File: src/rtl/rx_poll_pkg.sv
package rx_poll_pkg;

    localparam int SLP_CODE_W = 5;
    localparam logic [SLP_CODE_W-1:0] SLP_CODE_PERM = '1;

    typedef enum logic [1:0] {
        M_SLEEP = 2'd0,
        M_START = 2'd1,
        M_CHECK = 2'd2,
        M_RECV  = 2'd3
    } mode_t;

    typedef struct packed {
        logic [SLP_CODE_W-1:0] code;
        logic                  ext;
    } slp_cfg_t;

endpackage

File: src/rtl/rx_poll_cfg.sv
module rx_poll_cfg
    import rx_poll_pkg::*;
(
    input  logic                  clk,
    input  logic                  rst_n,
    input  logic                  we,
    input  logic [SLP_CODE_W-1:0] wr_code,
    input  logic                  wr_ext,
    output slp_cfg_t              cfg
);

    slp_cfg_t cfg_d, cfg_q;

    always_comb begin
        cfg_d = cfg_q;
        if (we) begin
            cfg_d.code = wr_code;
            cfg_d.ext  = wr_ext;
        end
    end

    always_ff @(posedge clk or negedge rst_n) begin
        if (!rst_n) begin
            cfg_q.code <= SLP_CODE_PERM;
            cfg_q.ext  <= 1'b0;
        end else begin
            cfg_q <= cfg_d;
        end
    end

    assign cfg = cfg_q;

endmodule

File: src/rtl/rx_poll_len.sv
module rx_poll_len
    import rx_poll_pkg::*;
#(
    parameter int BASE_SHIFT = 10,
    parameter int EXT_SHIFT  = 3,
    localparam int LEN_W     = SLP_CODE_W + BASE_SHIFT + EXT_SHIFT
) (
    input  slp_cfg_t         cfg,
    output logic [LEN_W-1:0] len
);

    logic [LEN_W-1:0] base_len;

    assign base_len = LEN_W'(cfg.code) << BASE_SHIFT;

    generate
        if (EXT_SHIFT > 0) begin : g_ext
            assign len = cfg.ext ? (base_len << EXT_SHIFT) : base_len;
        end else begin : g_no_ext
            logic unused_ext;
            assign unused_ext = cfg.ext;
            assign len = base_len;
        end
    endgenerate

endmodule

File: src/rtl/rx_poll_fsm.sv
module rx_poll_fsm
    import rx_poll_pkg::*;
#(
    parameter int LEN_W       = 18,
    parameter int CNT_W       = 18,
    parameter int STARTUP_CYC = 16,
    parameter int CHECK_TO    = 64
) (
    input  logic                  clk,
    input  logic                  rst_n,
    input  slp_cfg_t              cfg,
    input  logic [LEN_W-1:0]      sleep_len,
    input  logic                  cfg_we,
    input  logic [SLP_CODE_W-1:0] wr_code,
    input  logic                  force_on,
    input  logic                  chk_valid,
    input  logic                  chk_pass,
    output logic                  chain_en,
    output logic                  active,
    output logic [1:0]            mode
);

    localparam logic [CNT_W-1:0] START_LOAD = CNT_W'(STARTUP_CYC - 1);
    localparam logic [CNT_W-1:0] CHECK_LOAD = CNT_W'(CHECK_TO - 1);

    typedef struct packed {
        mode_t            mode;
        logic [CNT_W-1:0] cnt;
        logic             perm;
        logic             force_prev;
    } seq_t;

    seq_t s_d, s_q;
    logic enter_sleep;

    always_comb begin
        s_d            = s_q;
        s_d.force_prev = force_on;
        enter_sleep    = 1'b0;

        if (force_on) begin
            s_d.mode = M_RECV;
            s_d.perm = 1'b0;
        end else if (s_q.force_prev) begin
            enter_sleep = 1'b1;
        end else begin
            unique case (s_q.mode)
                M_SLEEP: begin
                    if (s_q.perm) begin
                        if (cfg_we && (wr_code != SLP_CODE_PERM)) begin
                            s_d.mode = M_START;
                            s_d.perm = 1'b0;
                            s_d.cnt  = START_LOAD;
                        end
                    end else if (s_q.cnt == '0) begin
                        s_d.mode = M_START;
                        s_d.cnt  = START_LOAD;
                    end else begin
                        s_d.cnt = s_q.cnt - 1'b1;
                    end
                end
                M_START: begin
                    if (s_q.cnt == '0) begin
                        s_d.mode = M_CHECK;
                        s_d.cnt  = CHECK_LOAD;
                    end else begin
                        s_d.cnt = s_q.cnt - 1'b1;
                    end
                end
                M_CHECK: begin
                    if (chk_valid) begin
                        if (chk_pass) begin
                            s_d.mode = M_RECV;
                        end else begin
                            enter_sleep = 1'b1;
                        end
                    end else if (s_q.cnt == '0) begin
                        enter_sleep = 1'b1;
                    end else begin
                        s_d.cnt = s_q.cnt - 1'b1;
                    end
                end
                default: begin
                    s_d.mode = M_RECV;
                end
            endcase
        end

        if (enter_sleep) begin
            if (cfg.code == SLP_CODE_PERM) begin
                s_d.mode = M_SLEEP;
                s_d.perm = 1'b1;
                s_d.cnt  = '0;
            end else if (sleep_len == '0) begin
                s_d.mode = M_START;
                s_d.perm = 1'b0;
                s_d.cnt  = START_LOAD;
            end else begin
                s_d.mode = M_SLEEP;
                s_d.perm = 1'b0;
                s_d.cnt  = CNT_W'(sleep_len) - 1'b1;
            end
        end
    end

    always_ff @(posedge clk or negedge rst_n) begin
        if (!rst_n) begin
            s_q.mode       <= M_SLEEP;
            s_q.cnt        <= '0;
            s_q.perm       <= 1'b1;
            s_q.force_prev <= 1'b0;
        end else begin
            s_q <= s_d;
        end
    end

    assign mode     = s_q.mode;
    assign chain_en = (s_q.mode != M_SLEEP);
    assign active   = (s_q.mode == M_START) || (s_q.mode == M_CHECK);

endmodule

File: src/rtl/rx_poll_seq.sv
module rx_poll_seq
    import rx_poll_pkg::*;
#(
    parameter int BASE_SHIFT  = 10,
    parameter int EXT_SHIFT   = 3,
    parameter int STARTUP_CYC = 16,
    parameter int CHECK_TO    = 64
) (
    input  logic       clk,
    input  logic       rst_n,
    input  logic       cfg_we,
    input  logic [4:0] cfg_sleep_code,
    input  logic       cfg_ext,
    input  logic       force_on,
    input  logic       chk_valid,
    input  logic       chk_pass,
    output logic       chain_en,
    output logic       active,
    output logic [1:0] mode
);

    localparam int LEN_W  = SLP_CODE_W + BASE_SHIFT + EXT_SHIFT;
    localparam int ST_W   = $clog2(STARTUP_CYC + 1);
    localparam int CK_W   = $clog2(CHECK_TO + 1);
    localparam int MAX_TW = (ST_W > CK_W) ? ST_W : CK_W;
    localparam int CNT_W  = (LEN_W > MAX_TW) ? LEN_W : MAX_TW;

    slp_cfg_t         cfg;
    logic [LEN_W-1:0] sleep_len;

    rx_poll_cfg u_cfg (
        .clk     (clk),
        .rst_n   (rst_n),
        .we      (cfg_we),
        .wr_code (cfg_sleep_code),
        .wr_ext  (cfg_ext),
        .cfg     (cfg)
    );

    rx_poll_len #(
        .BASE_SHIFT (BASE_SHIFT),
        .EXT_SHIFT  (EXT_SHIFT)
    ) u_len (
        .cfg (cfg),
        .len (sleep_len)
    );

    rx_poll_fsm #(
        .LEN_W       (LEN_W),
        .CNT_W       (CNT_W),
        .STARTUP_CYC (STARTUP_CYC),
        .CHECK_TO    (CHECK_TO)
    ) u_fsm (
        .clk       (clk),
        .rst_n     (rst_n),
        .cfg       (cfg),
        .sleep_len (sleep_len),
        .cfg_we    (cfg_we),
        .wr_code   (cfg_sleep_code),
        .force_on  (force_on),
        .chk_valid (chk_valid),
        .chk_pass  (chk_pass),
        .chain_en  (chain_en),
        .active    (active),
        .mode      (mode)
    );

endmodule

File: config.mk
export PLATFORM = sky130hd
export DESIGN_NAME = rx_poll_seq
export DESIGN_NICKNAME = d
export VERILOG_FILES = /design/src/rtl/rx_poll_pkg.sv /design/src/rtl/rx_poll_cfg.sv /design/src/rtl/rx_poll_len.sv /design/src/rtl/rx_poll_fsm.sv /design/src/rtl/rx_poll_seq.sv
export SDC_FILE = /design/constraint.sdc
export NUM_CORES = 1
export LEC_CHECK = 0
export ABC_CLOCK_PERIOD_IN_PS = 4900
export CELL_PAD_IN_SITES_DETAIL_PLACEMENT = 0
export CELL_PAD_IN_SITES_GLOBAL_PLACEMENT = 1
export CORE_ASPECT_RATIO = 0.6
export CORE_MARGIN = 3
export CORE_UTILIZATION = 35
export DETAILED_ROUTE_END_ITERATION = 16
export HOLD_SLACK_MARGIN = 0.06
export PLACE_DENSITY = 0.7
export SKIP_LAST_GASP = 1
export SLEW_MARGIN = 20
export SYNTH_ARGS = -nofsm -noshare
export SYNTH_HDL_FRONTEND = slang
export SYNTH_SLANG_ARGS = --single-unit
File: constraint.sdc
create_clock -name clk -period 4.9 [get_ports clk]
set_input_delay 0.735 -clock clk [delete_from_list [all_inputs] [get_ports clk]]
set_output_delay 0.735 -clock clk [all_outputs]
set_load 0.02 [all_outputs]
---- After elaboration in Yosys (flattened, before gate mapping) ----
Cells that the tools add are included.
cells by class
  add/subtract/negate cells ............... 2
  reduce and logical (&&, ||, !) cells .... 11
  mux-type cells .......................... 28
  equality and inequality tests ........... 15
operators by type and width
  kind                                                  count
  two-way mux 18 bit                                    6
  two-way mux 21 bit                                    4
  one-hot mux 18 bit (3 select lines)                   1
  two-way mux 20 bit                                    2
  logical NOT 18 bit                                    2
  subtractor 18 x 1 -> 18 bit (second input constant)   2
  AND reduction 6 bit                                   2
  two-way mux 2 bit                                     5
  != test 5 bit (second input constant)                 2
  two-way mux 1 bit                                     9
  != test 4 x 3 -> 1 bit (second input constant)        2
  != test 3 x 2 -> 1 bit (second input constant)        2
  one-hot mux 2 bit (3 select lines)                    1
  equality test 5 bit (second input constant)           1
  != test 5 x 2 -> 1 bit (second input constant)        1
  != test 4 x 2 -> 1 bit (second input constant)        1
  != test 4 bit (second input constant)                 1
  nonzero test 4 bit                                    1
  != test 3 bit (second input constant)                 1
  nonzero test 3 bit                                    1
  equality test 2 x 1 -> 1 bit (second input constant)  1
  equality test 2 bit (second input constant)           1
  logical NOT 2 bit                                     1
  != test 2 x 1 -> 1 bit (second input constant)        1
  5 further kinds                                       5
word-level totals
  input port bits ......................... 12
  flip-flop bits (word level) ............. 28

---- Longest topological paths before layout ----
Gate-level depths: netlist of the first run.
  depth after elaboration ................. 8
  depth in mapped cells ................... 10

---- By module ----
A second synthesis of the first run with hierarchy kept.
unflattened totals
  cell total of the unflattened synthesis .. 296
  area total of the unflattened synthesis .. 2476.1 um^2
modules (own cells, without submodules)
  module       cells each  sequential area each (um^2)  instances  area each (um^2)
  rx_poll_fsm  264         551.8                        1          2068.2
  rx_poll_cfg  13          156.4                        1          257.7
  rx_poll_len  19          0.0                          1          150.1

---- Least setup slack after synthesis of the first run ----
No wires, ideal clock.
  path type ............................... flip-flop to flip-flop
  start point ............................. reg, netlist name u_fsm.mode[0]
  end point ............................... reg u_fsm.s_q[8] in the netlist's numbering
  path buffers ............................ 1
  cell stages (with the launch flop) ...... 10
  slack ................................... 2.583 ns
  library setup time ...................... 0.126 ns
  arrival ................................. 2.191 ns
  cells stage by stage .................... dfrtp_1 -> inv_1 -> ha_1 -> or3b_2 -> nand2b_1 -> a31o_1 -> nand2b_2 -> buf_6 -> nor2_2 -> a221o_1
on the way
  cells in the longest elaborated chain, start to end .. 6
  elaborated cells between the ends (all ways) .. 17
  classes of those cells .................. 7 x eq/ne; 7 x mux; 3 x reduce/logical
ends and longest elaborated chain
  element                                                line               text
  equality test 2 bit                                    rx_poll_fsm.sv:47  unique case (s_q.mode)
  two-way mux 1 bit                                      rx_poll_fsm.sv:47
  two-way mux 1 bit                                      rx_poll_fsm.sv:44  end else if (s_q.force_prev) begin
  two-way mux 1 bit                                      rx_poll_fsm.sv:41  if (force_on) begin
  != test 4 bit (no line), or another cell as far along  --
  AND reduction 6 bit (no line)                          --
  end, declared                                          rx_poll_fsm.sv:33  seq_t s_d, s_q;
Parallel ways exist; a longest one is shown, timed or not. The select of a mux whose other input is x is not followed.
A chain may end at the register's enable or synchronous reset.

---- Worst setup path in the final report of the first run ----
  start point ............................. in force_on
  end point ............................... reg u_fsm.s_q[8] in the netlist's numbering
on the way
  cells in the longest elaborated chain, start to end .. 3
  elaborated cells between the ends (all ways) .. 9
  classes of those cells .................. 5 x eq/ne; 2 x mux; 2 x reduce/logical
ends and longest elaborated chain
  element                                                line               text
  start, declared                                        rx_poll_seq.sv:14  input logic force_on,
  two-way mux 1 bit                                      rx_poll_fsm.sv:41
  != test 4 bit (no line), or another cell as far along  --
  AND reduction 6 bit (no line)                          --
Parallel ways exist; a longest one is shown, timed or not.

==> impl_metrics.yaml, run 1 <==
status:
  outcome: "finished, final reports clean"
global_route:
  grt_pass1_wl_mm: 9.763
  grt_pass1_vias: 1818
  grt_start_max_net_pins: 29
  gr-usage-all-layers_pct: 17.30
  antenna_found_initial: 0
  grt_remaining_overflow: 0
sta:
  rsz0062_at_grt: "no"
  drv_slew: 0
  fin_crit_sh_pct: 57.66
  worst_slew_pin_slew_ns: 0.7742
  fin_ws_ns: 2.074
  skew_ns: 0.006414
  setup_viol: 0
  tns_ns: 0
  layout_min_cycle_time_ns: 2.826
  hold_viol_final: 0
  max_freq_ghz: 0.3539
  maxSlewHeadroom_pct: 47.71
yosys:
  synth_async_sr_flop_share_pct: 100.0
  yosysSeqAreaShare_pct: 31.96
  ys.flop_type: "dfrtp_1"
  ys_ff_latch: 28
  ys.warnings.count: 0
  syn_inst: 260
  syn_nets: 280
  synthDistinctLibCells: 61
  synth_area_per_cell_um2: 8.523
  synth-edff-count: 0
  syn_area_mm2: 0.002216
clock_tree:
  cts_max_level: 1
  cts_tree: "done"
  clk_pin_slew_ns: 0.10
  clock_sinks: 28
  numCtsBuffers: 3
  clk_latency_ns: 0.29
  post_cts_buffers: 0
  root_buffer: "clkbuf_8"
  clockBufferDepth: 2
  ctsHoldBuffers: 0
  cts_resized: 0
critical_path:
  crit_path_end_kind: "register"
  required_ns: 5.08
  crit_chain: "clkdlybuf4s50_1, a2111oi_0, o21ai_0, o21ai_2, o21ai_1, a221o_1"
  cpPeakStageDelay_ns: 0.55
  critical_path_arrival_ns: 3.00
  startpoint_type: "input port"
  startpoint: "force_on"
  slowest_stage: "clkdlybuf4s50_1"
  critPathKind: "in -> reg"
  cp_top_family: "compound AO/OA/AOI/OAI gates"
  r2r_start: "u_fsm.mode[0]"
  worstPathMaxFanout: 11
  path_buf_inv: 1
floorplan:
  die-width_um: 108.7
  fp.dieH_um: 67.64
  ios: 16
  core_region_area_mm2: 0.005833
  rows: 21
  initial_utilization_pct: 37.99
  die_area_mm2: 0.007353
drt:
  drc: 0
  ant_nets: 0
  m1WireLength_mm: 3.348
  via_per_inst: 5.795
  highest_layer: "met4"
  wl_met3_um: 490
  wl_per_cell_um: 17.38
  wirelength_mm: 6.030
  firstDrtPassIters: 4
  met2_wirelength_mm: 2.148
  num_vias: 2011
  drtIter0Drc: 102
cells_and_area:
  syn_to_final_growth_pct: 10.16
  final_area_mm2: 0.002441
  drive_gt1_share_pct: 11.24
  antenna_cells: 0
  fin_nets: 288
min_path:
  min_path_type: "reg -> reg"
  hold_start: "u_fsm.s_q[8]"
placement:
  gp_congestion: 0.8283
  place_hpwl_mm: 4.579
  port_buffers: 15
  place_ws_ns: 1.764
  placement.cell_area_mm2: 0.002386
power_and_ir_drop:
  power.leakage_nw: 0.8938
  power.density_mw_per_mm2: 331.9
  peakVddDrop_mv: 0.1453
run:
  cap_violations: 0
registers in the layout, summed over array words and instances, names as in the netlist:
signal	flops
u_fsm.s_q	20
u_fsm.mode	2
u_cfg.cfg	6
synthesized netlist by cell type, types with 6 or more instances:
| cell type | n | area [um^2] |
|---|---|---|
| inv_1 | 15 | 56.30 |
| dfstp_2 | 6 | 157.7 |
| dfrtp_1 | 22 | 550.5 |
| o21ai_0 | 11 | 55.05 |
| nand3_1 | 9 | 45.04 |
| nor2_1 | 28 | 105.1 |
| ha_1 | 8 | 100.1 |
| a21oi_1 | 9 | 45.04 |
| nand2_1 | 19 | 71.32 |
| nor3_1 | 13 | 65.06 |
| clkbuf_1 | 6 | 22.52 |
| a221o_1 | 6 | 60.06 |
| mux2_2 | 6 | 67.56 |
final timing paths:
path | end | slack, ns | cells after the start
max reg2reg | u_fsm.s_q[8] | 2.23 | 8
max | u_fsm.s_q[8] | 2.07 | 6
min reg2reg | u_fsm.s_q[8] | 0.56 | 1
max in group asynchronous | u_cfg.cfg[1] | 3.75 | 2
min in group asynchronous | u_fsm.mode[1] | 0.83 | 2
min | u_fsm.s_q[8] | 0.56 | 1
placed cells by master, fill, tap and decap left out, types with 8 or more instances in the layout:
| master | n |
|---|---|
| clkdlybuf4s50_1 | 15 |
| dfrtp_1 | 22 |
| nand3_1 | 9 |
| nand2_1 | 19 |
| ha_1 | 8 |
| o21ai_0 | 11 |
| a21oi_1 | 9 |
| nor2_1 | 28 |
| nor3_1 | 13 |
| inv_1 | 15 |
where the power goes:
group	internal (mW)	switching, mW
Combinational	0.123	0.163
Sequential	0.289	0.0800
Clock	0.0723	0.0830
per-stage QoR:
stage | utilization, % | power [mW] | hold slack (ns) | std cells
floorplan | - | 0.5736 | 0.4394 | 260
global placement | 40.91 | 0.6559 | 0.5175 | 343
detailed placement | 40.91 | 0.6548 | 0.5285 | 343
CTS | 41.85 | 0.8144 | 0.5514 | 347
global route | 41.85 | 0.8666 | 0.5779 | 347
finish | 41.85 | 0.8102 | 0.5591 | 347
layer usage:
metal	up-vias	global-route usage, %
li1	984	-
met1	950	29.29
met2	71	20.92
met3	6	4.011
met4	0	2.835
met5	-	0
kinds of logic (layout without fill, tap and decap cells):
kind of cell	count (synthesis)	after routing	synth area share, %
simple gates	110	110	27.10
compound gates	72	72	23.55
flops	28	28	31.96
buf+inv	28	35	6.493
mux	9	9	4.404
fa+ha+maj	8	8	4.517
xor+xnor	5	5	1.977
area by class of cell:
cell class	instances	area, um^2
inverters	15	56.30
clock buffers	4	55.05
repair buffers	16	157.7
multi-input cells	204	1364
well taps	80	100.1
flip-flops and latches	28	708.2
fillers	594	3392
No activity file was read; power rests on OpenSTA's default activity.
==> run 2: changes to the inputs <==
Settings changed: ABC_CLOCK_PERIOD_IN_PS 4900 to 2500, PLACE_DENSITY 0.7 to 0.72.
Clock period 4.9 ns to 2.5 ns, I/O delays scaled along.
==> run 2 against run 1 <==
Critical path depth increased by 3. Sequential power increased by 87%. Clock power increased by 92%. Clock-buffer cell count unchanged. Hold slack got worse by 0.087 ns. Die area unchanged. Critical endpoint is now u_fsm.s_q[9].
==> impl_metrics.yaml, run 2 (same netlist as run 1, synthesis figures left out) <==
status:
  outcome: "finished, final reports clean"
drt:
  via_per_inst: 5.483
  num_vias: 2226
  wirelength_mm: 6.598
  ant_nets: 0
  wl_per_cell_um: 16.25
  drtIter0Drc: 126
  drc: 0
  firstDrtPassIters: 4
clock_tree:
  clockBufferDepth: 2
  clock_sinks: 28
  numCtsBuffers: 3
  root_buffer: "clkbuf_8"
  clk_latency_ns: 0.28
  clk_pin_slew_ns: 0.10
  cts_max_level: 1
  ctsHoldBuffers: 0
  cts_tree: "done"
global_route:
  grt_start_max_net_pins: 29
  grt_pass1_wl_mm: 10.89
  grt_pass1_vias: 2155
  antenna_found_initial: 0
  gr-usage-all-layers_pct: 19.15
  grt_remaining_overflow: 0
sta:
  drv_slew: 0
  skew_ns: 0.003497
  rsz0062_at_grt: "yes"
  max_freq_ghz: 0.4151
  worst_slew_pin_slew_ns: 0.6048
  setup_viol: 0
  hold_viol_final: 0
  layout_min_cycle_time_ns: 2.409
  hold_slack_ns: 0.4725
  maxSlewHeadroom_pct: 59.31
  fin_crit_sh_pct: 96.36
placement:
  gp_congestion: 0.8759
  place_hpwl_mm: 5.105
  dp.cells: 396
  port_buffers: 15
critical_path:
  startpoint: "u_fsm.s_q[2]"
  r2r_start: "u_fsm.s_q[2]"
  critPathKind: "reg -> reg"
  startpoint_type: "register"
  path_buf_inv: 2
  worstPathMaxFanout: 6
  critical_path_arrival_ns: 2.58
  cpPeakStageDelay_ns: 0.45
  crit_chain: "inv_2, ha_4, nor4b_4, nand4_4, o32a_4, o21a_4, buf_4, a21o_1, a221o_1"
  cp_top_family: "compound AO/OA/AOI/OAI gates"
  slowest_stage: "o32a_4"
  required_ns: 2.68
  crit_path_end_kind: "register"
cells_and_area:
  final_common_cell: "buf_4"
  top_register: "u_fsm.s_q"
  layout_common_cells: "buf_4, nor2_1, dfrtp_1"
  largest_reg_flops: 20
  drive_gt1_share_pct: 32.21
  fin_nets: 347
  syn_to_final_growth_pct: 35.57
  antenna_cells: 0
  fin_cells: 406
power_and_ir_drop:
  power.density_mw_per_mm2: 620.4
  peakVddDrop_mv: 0.3524
  power.leakage_nw: 1.218
floorplan:
  die_area_mm2: 0.007353
  initial_utilization_pct: 37.99
  die-width_um: 108.7
  ios: 16
  rows: 21
  core_region_area_mm2: 0.005833
  fp.dieH_um: 67.64
min_path:
  min_path_type: "in -> async"
run:
  cap_violations: 0
run 2: changes by cell type in the layout (fill, tap and decap cells not counted), sizes merged:
cell,change
buf,+59
run 2: layout make-up:
class | count | area, um^2
Clock buffer | 4 | 55.05
Fill cell | 565 | 2829
Inverter | 15 | 56.30
Multi-Input combinational cell | 204 | 1468
Sequential cell | 28 | 708.2
Tap cell | 80 | 100.1
Timing Repair Buffer | 75 | 616.8
run 2: worst paths after layout:
kind                                 end  slack (ns)  cells past startpoint
max in group asynchronous   u_cfg.cfg[1]        1.71                      2
hold / removal             u_fsm.mode[1]        0.47                      2
setup / recovery            u_fsm.s_q[9]        0.09                      9
min in group clk            u_fsm.s_q[8]        0.56                      1
hold reg to reg             u_fsm.s_q[8]        0.56                      1
setup reg to reg            u_fsm.s_q[9]        0.09                      9
run 2: per-layer routing:
metal | part of all wire [%] | wire (um) | vias to the layer above | track usage (%)
met5 | 0 | 0 | - | 0
met4 | 0.47 | 31 | 0 | 3.150
met3 | 6.4 | 422 | 5 | 4.394
met2 | 39 | 2576 | 59 | 26.85
met1 | 54 | 3567 | 1063 | 29.73
li1 | - | - | 1099 | -
run 2: what timing repair did:
item | in CTS | in global routing
gates resized for setup | 1 | 23
gates cloned | 0 | 0
pin swaps | 0 | 4
endpoints found under the setup margin | 2 | 18
setup buffers | 0 | 6
run 2: power by group:
| group | internal (mW) | switching, mW |
|---|---|---|
| clock | 0.141 | 0.156 |
| combinational | 0.444 | 0.432 |
| sequential | 0.567 | 0.124 |
run 2: through the flow:
step	utilization [%]	setup TNS, ns	setup WS (ns)	cell area (um^2)	power, mW
final	51.50	0	0.09104	3004	1.864
after floorplan	-	0	0.1830	2216	1.124
after detailed placement	47.94	-0.03249	-0.01965	2796	1.491
after global routing	51.50	-0.04894	-0.02533	3004	2.004
after CTS	48.99	0	0.03519	2858	1.802
after global placement	47.94	0	0.02695	2796	1.487
==> run 3: changes to the inputs <==
Settings changed: ABC_CLOCK_PERIOD_IN_PS 2500 to 2440, PLACE_DENSITY 0.72 to 0.7.
Clock period 2.5 ns to 2.44 ns, I/O delays scaled along.
==> run 3 against run 2 <==
Setup slack better by 0.0078 ns. Combinational power is 9.5% lower. Critical path depth is 4 lower. Largest cell class unchanged. Global-route usage is 0.082 points lower. Clock power is 5% lower. Critical path type is now reg -> out. Power is 3.6% lower. Sequential power is 4.6% higher. Register-to-register slack hardly changed. Hold slack worse by 0.011 ns. Sequential share of layout area is 0.96 points higher. First-iteration DRC count is 2.4% lower.
==> impl_metrics.yaml, run 3 (same netlist as run 1, synthesis figures left out) <==
cells_and_area:
  antenna_cells: 0
  top_register: "u_fsm.s_q"
  final_util_pct: 49.49
  drive_gt1_share_pct: 28.08
  nFillCells: 583
  layout_common_cells: "buf_4, nor2_1, dfrtp_1"
  final_area_mm2: 0.002887
  largest_reg_flops: 20
  fin_nets: 338
  fin_cells: 397
  syn_to_final_growth_pct: 30.27
  final_common_cell: "buf_4"
sta:
  max_freq_ghz: 0.4271
  setup_viol: 0
  rsz0062_at_grt: "yes"
  skew_ns: 0.01022
  maxSlewHeadroom_pct: 62.22
  fin_crit_sh_pct: 95.95
  worst_slew_pin_slew_ns: 0.5616
  layout_min_cycle_time_ns: 2.341
  hold_slack_ns: 0.4613
  drv_slew: 0
  hold_viol_final: 0
placement:
  dp.cells: 393
  gp_congestion: 0.9373
  placement.cell_area_mm2: 0.002774
  place_hpwl_mm: 5.054
  port_buffers: 15
critical_path:
  critical_path_arrival_ns: 1.98
  critPathKind: "reg -> out"
  crit_path_end_kind: "output pin"
  required_ns: 2.07
  worstPathMaxFanout: 6
  startpoint_type: "register"
clock_tree:
  clock_sinks: 28
  cts_tree: "done"
  ctsHoldBuffers: 0
  clk_latency_ns: 0.29
  root_buffer: "clkbuf_8"
  cts_max_level: 1
  clockBufferDepth: 2
  numCtsBuffers: 3
  clk_pin_slew_ns: 0.11
floorplan:
  fp.dieH_um: 67.64
  die-width_um: 108.7
  die_area_mm2: 0.007353
  initial_utilization_pct: 37.99
  rows: 21
  ios: 16
  core_region_area_mm2: 0.005833
global_route:
  grt_start_max_net_pins: 29
  grt_remaining_overflow: 0
  grt_pass1_wl_mm: 10.82
  gr-usage-all-layers_pct: 19.07
  antenna_found_initial: 0
  grt_pass1_vias: 2122
drt:
  ant_nets: 0
  wl_per_cell_um: 16.28
  num_vias: 2206
  via_per_inst: 5.557
  firstDrtPassIters: 5
  drtIter0Drc: 123
  drc: 0
  wirelength_mm: 6.464
power_and_ir_drop:
  combPwrFrac_pct: 44.1
  p_switching_mw: 0.7038
  swShare_pct: 39.17
  p_int_mw: 1.093
  power_frac_clock_pct: 15.7
  seq_power_share_pct: 40.2
  peakVddDrop_mv: 0.3634
  power.leakage_nw: 1.159
  power.density_mw_per_mm2: 622.6
min_path:
  min_path_type: "in -> async"
run:
  cap_violations: 0
status:
  outcome: "finished, final reports clean"
## run 3: changes by cell type in the layout (fill, tap and decap cells not counted), moves of 2 or more
cell,delta
a21oi_1,+2
a21oi_2,-2
buf_4,-9
nor2b_1,+2
nor2b_2,-2
## run 3: power by group through the flow
stage	combinational [mW]	sequential [mW]	clock (mW)
finish	0.792	0.723	0.282
global route	0.877	0.741	0.307
CTS	0.768	0.718	0.289
detailed placement	0.760	0.724	0
global placement	0.757	0.723	0
floorplan	0.465	0.687	0
## run 3: path summary, 6_finish.rpt
check	from	to	slack, ns	depth (start not counted)
worst max-delay path	u_fsm.mode[1]	active	0.1	5
max in group asynchronous	rst_n	u_cfg.cfg[2]	1.63	2
worst min-delay path	rst_n	u_fsm.s_q[0]	0.46	2
min in group clk	u_fsm.s_q[11]	u_fsm.s_q[11]	0.53	1
worst min register to register	u_fsm.s_q[11]	u_fsm.s_q[11]	0.53	1
worst max register to register	u_fsm.s_q[3]	u_fsm.s_q[18]	0.1	11
## run 3: layout make-up
type	instances	area (um^2)	area share, %
multi-input cells	204	1428	49.46
flip-flops and latches	28	708.2	24.53
repair buffers	66	549.3	19.03
well taps	80	100.1	3.468
inverters	15	56.30	1.951
clock buffers	4	45.04	1.560
## run 3: repair_timing
item,in CTS,in global routing
endpoints found under the hold margin,0,0
resized for setup,1,16
buffers inserted,0,0
pin swaps,0,2
endpoints found under the setup margin,4,18
## run 3: critical path, cell delays in order, from the launching register on
cell             delay, ns
dfrtp_1               0.44
inv_2                 0.08
buf_4                 0.13
ha_1                  0.28
buf_4                 0.15
clkdlybuf4s50_1       0.61
## run 3: stage by stage
step                power [mW]  setup WS [ns]  TNS (ns)
floorplan                1.152         0.1230         0
global placement         1.480        0.01868         0
detailed placement       1.484       -0.03399   -0.1198
CTS                      1.774        0.02881         0
global route             1.924      -0.009971  -0.01029
finish                   1.797        0.09885         0
## run 3: metal layers
metal	up-vias	share of wire (%)	global-route usage (%)
met3	4	6.2	3.438
met2	65	38	26.69
met1	1058	55	30.19
met4	0	0.82	3.150
li1	1079	-	-
met5	-	0	0
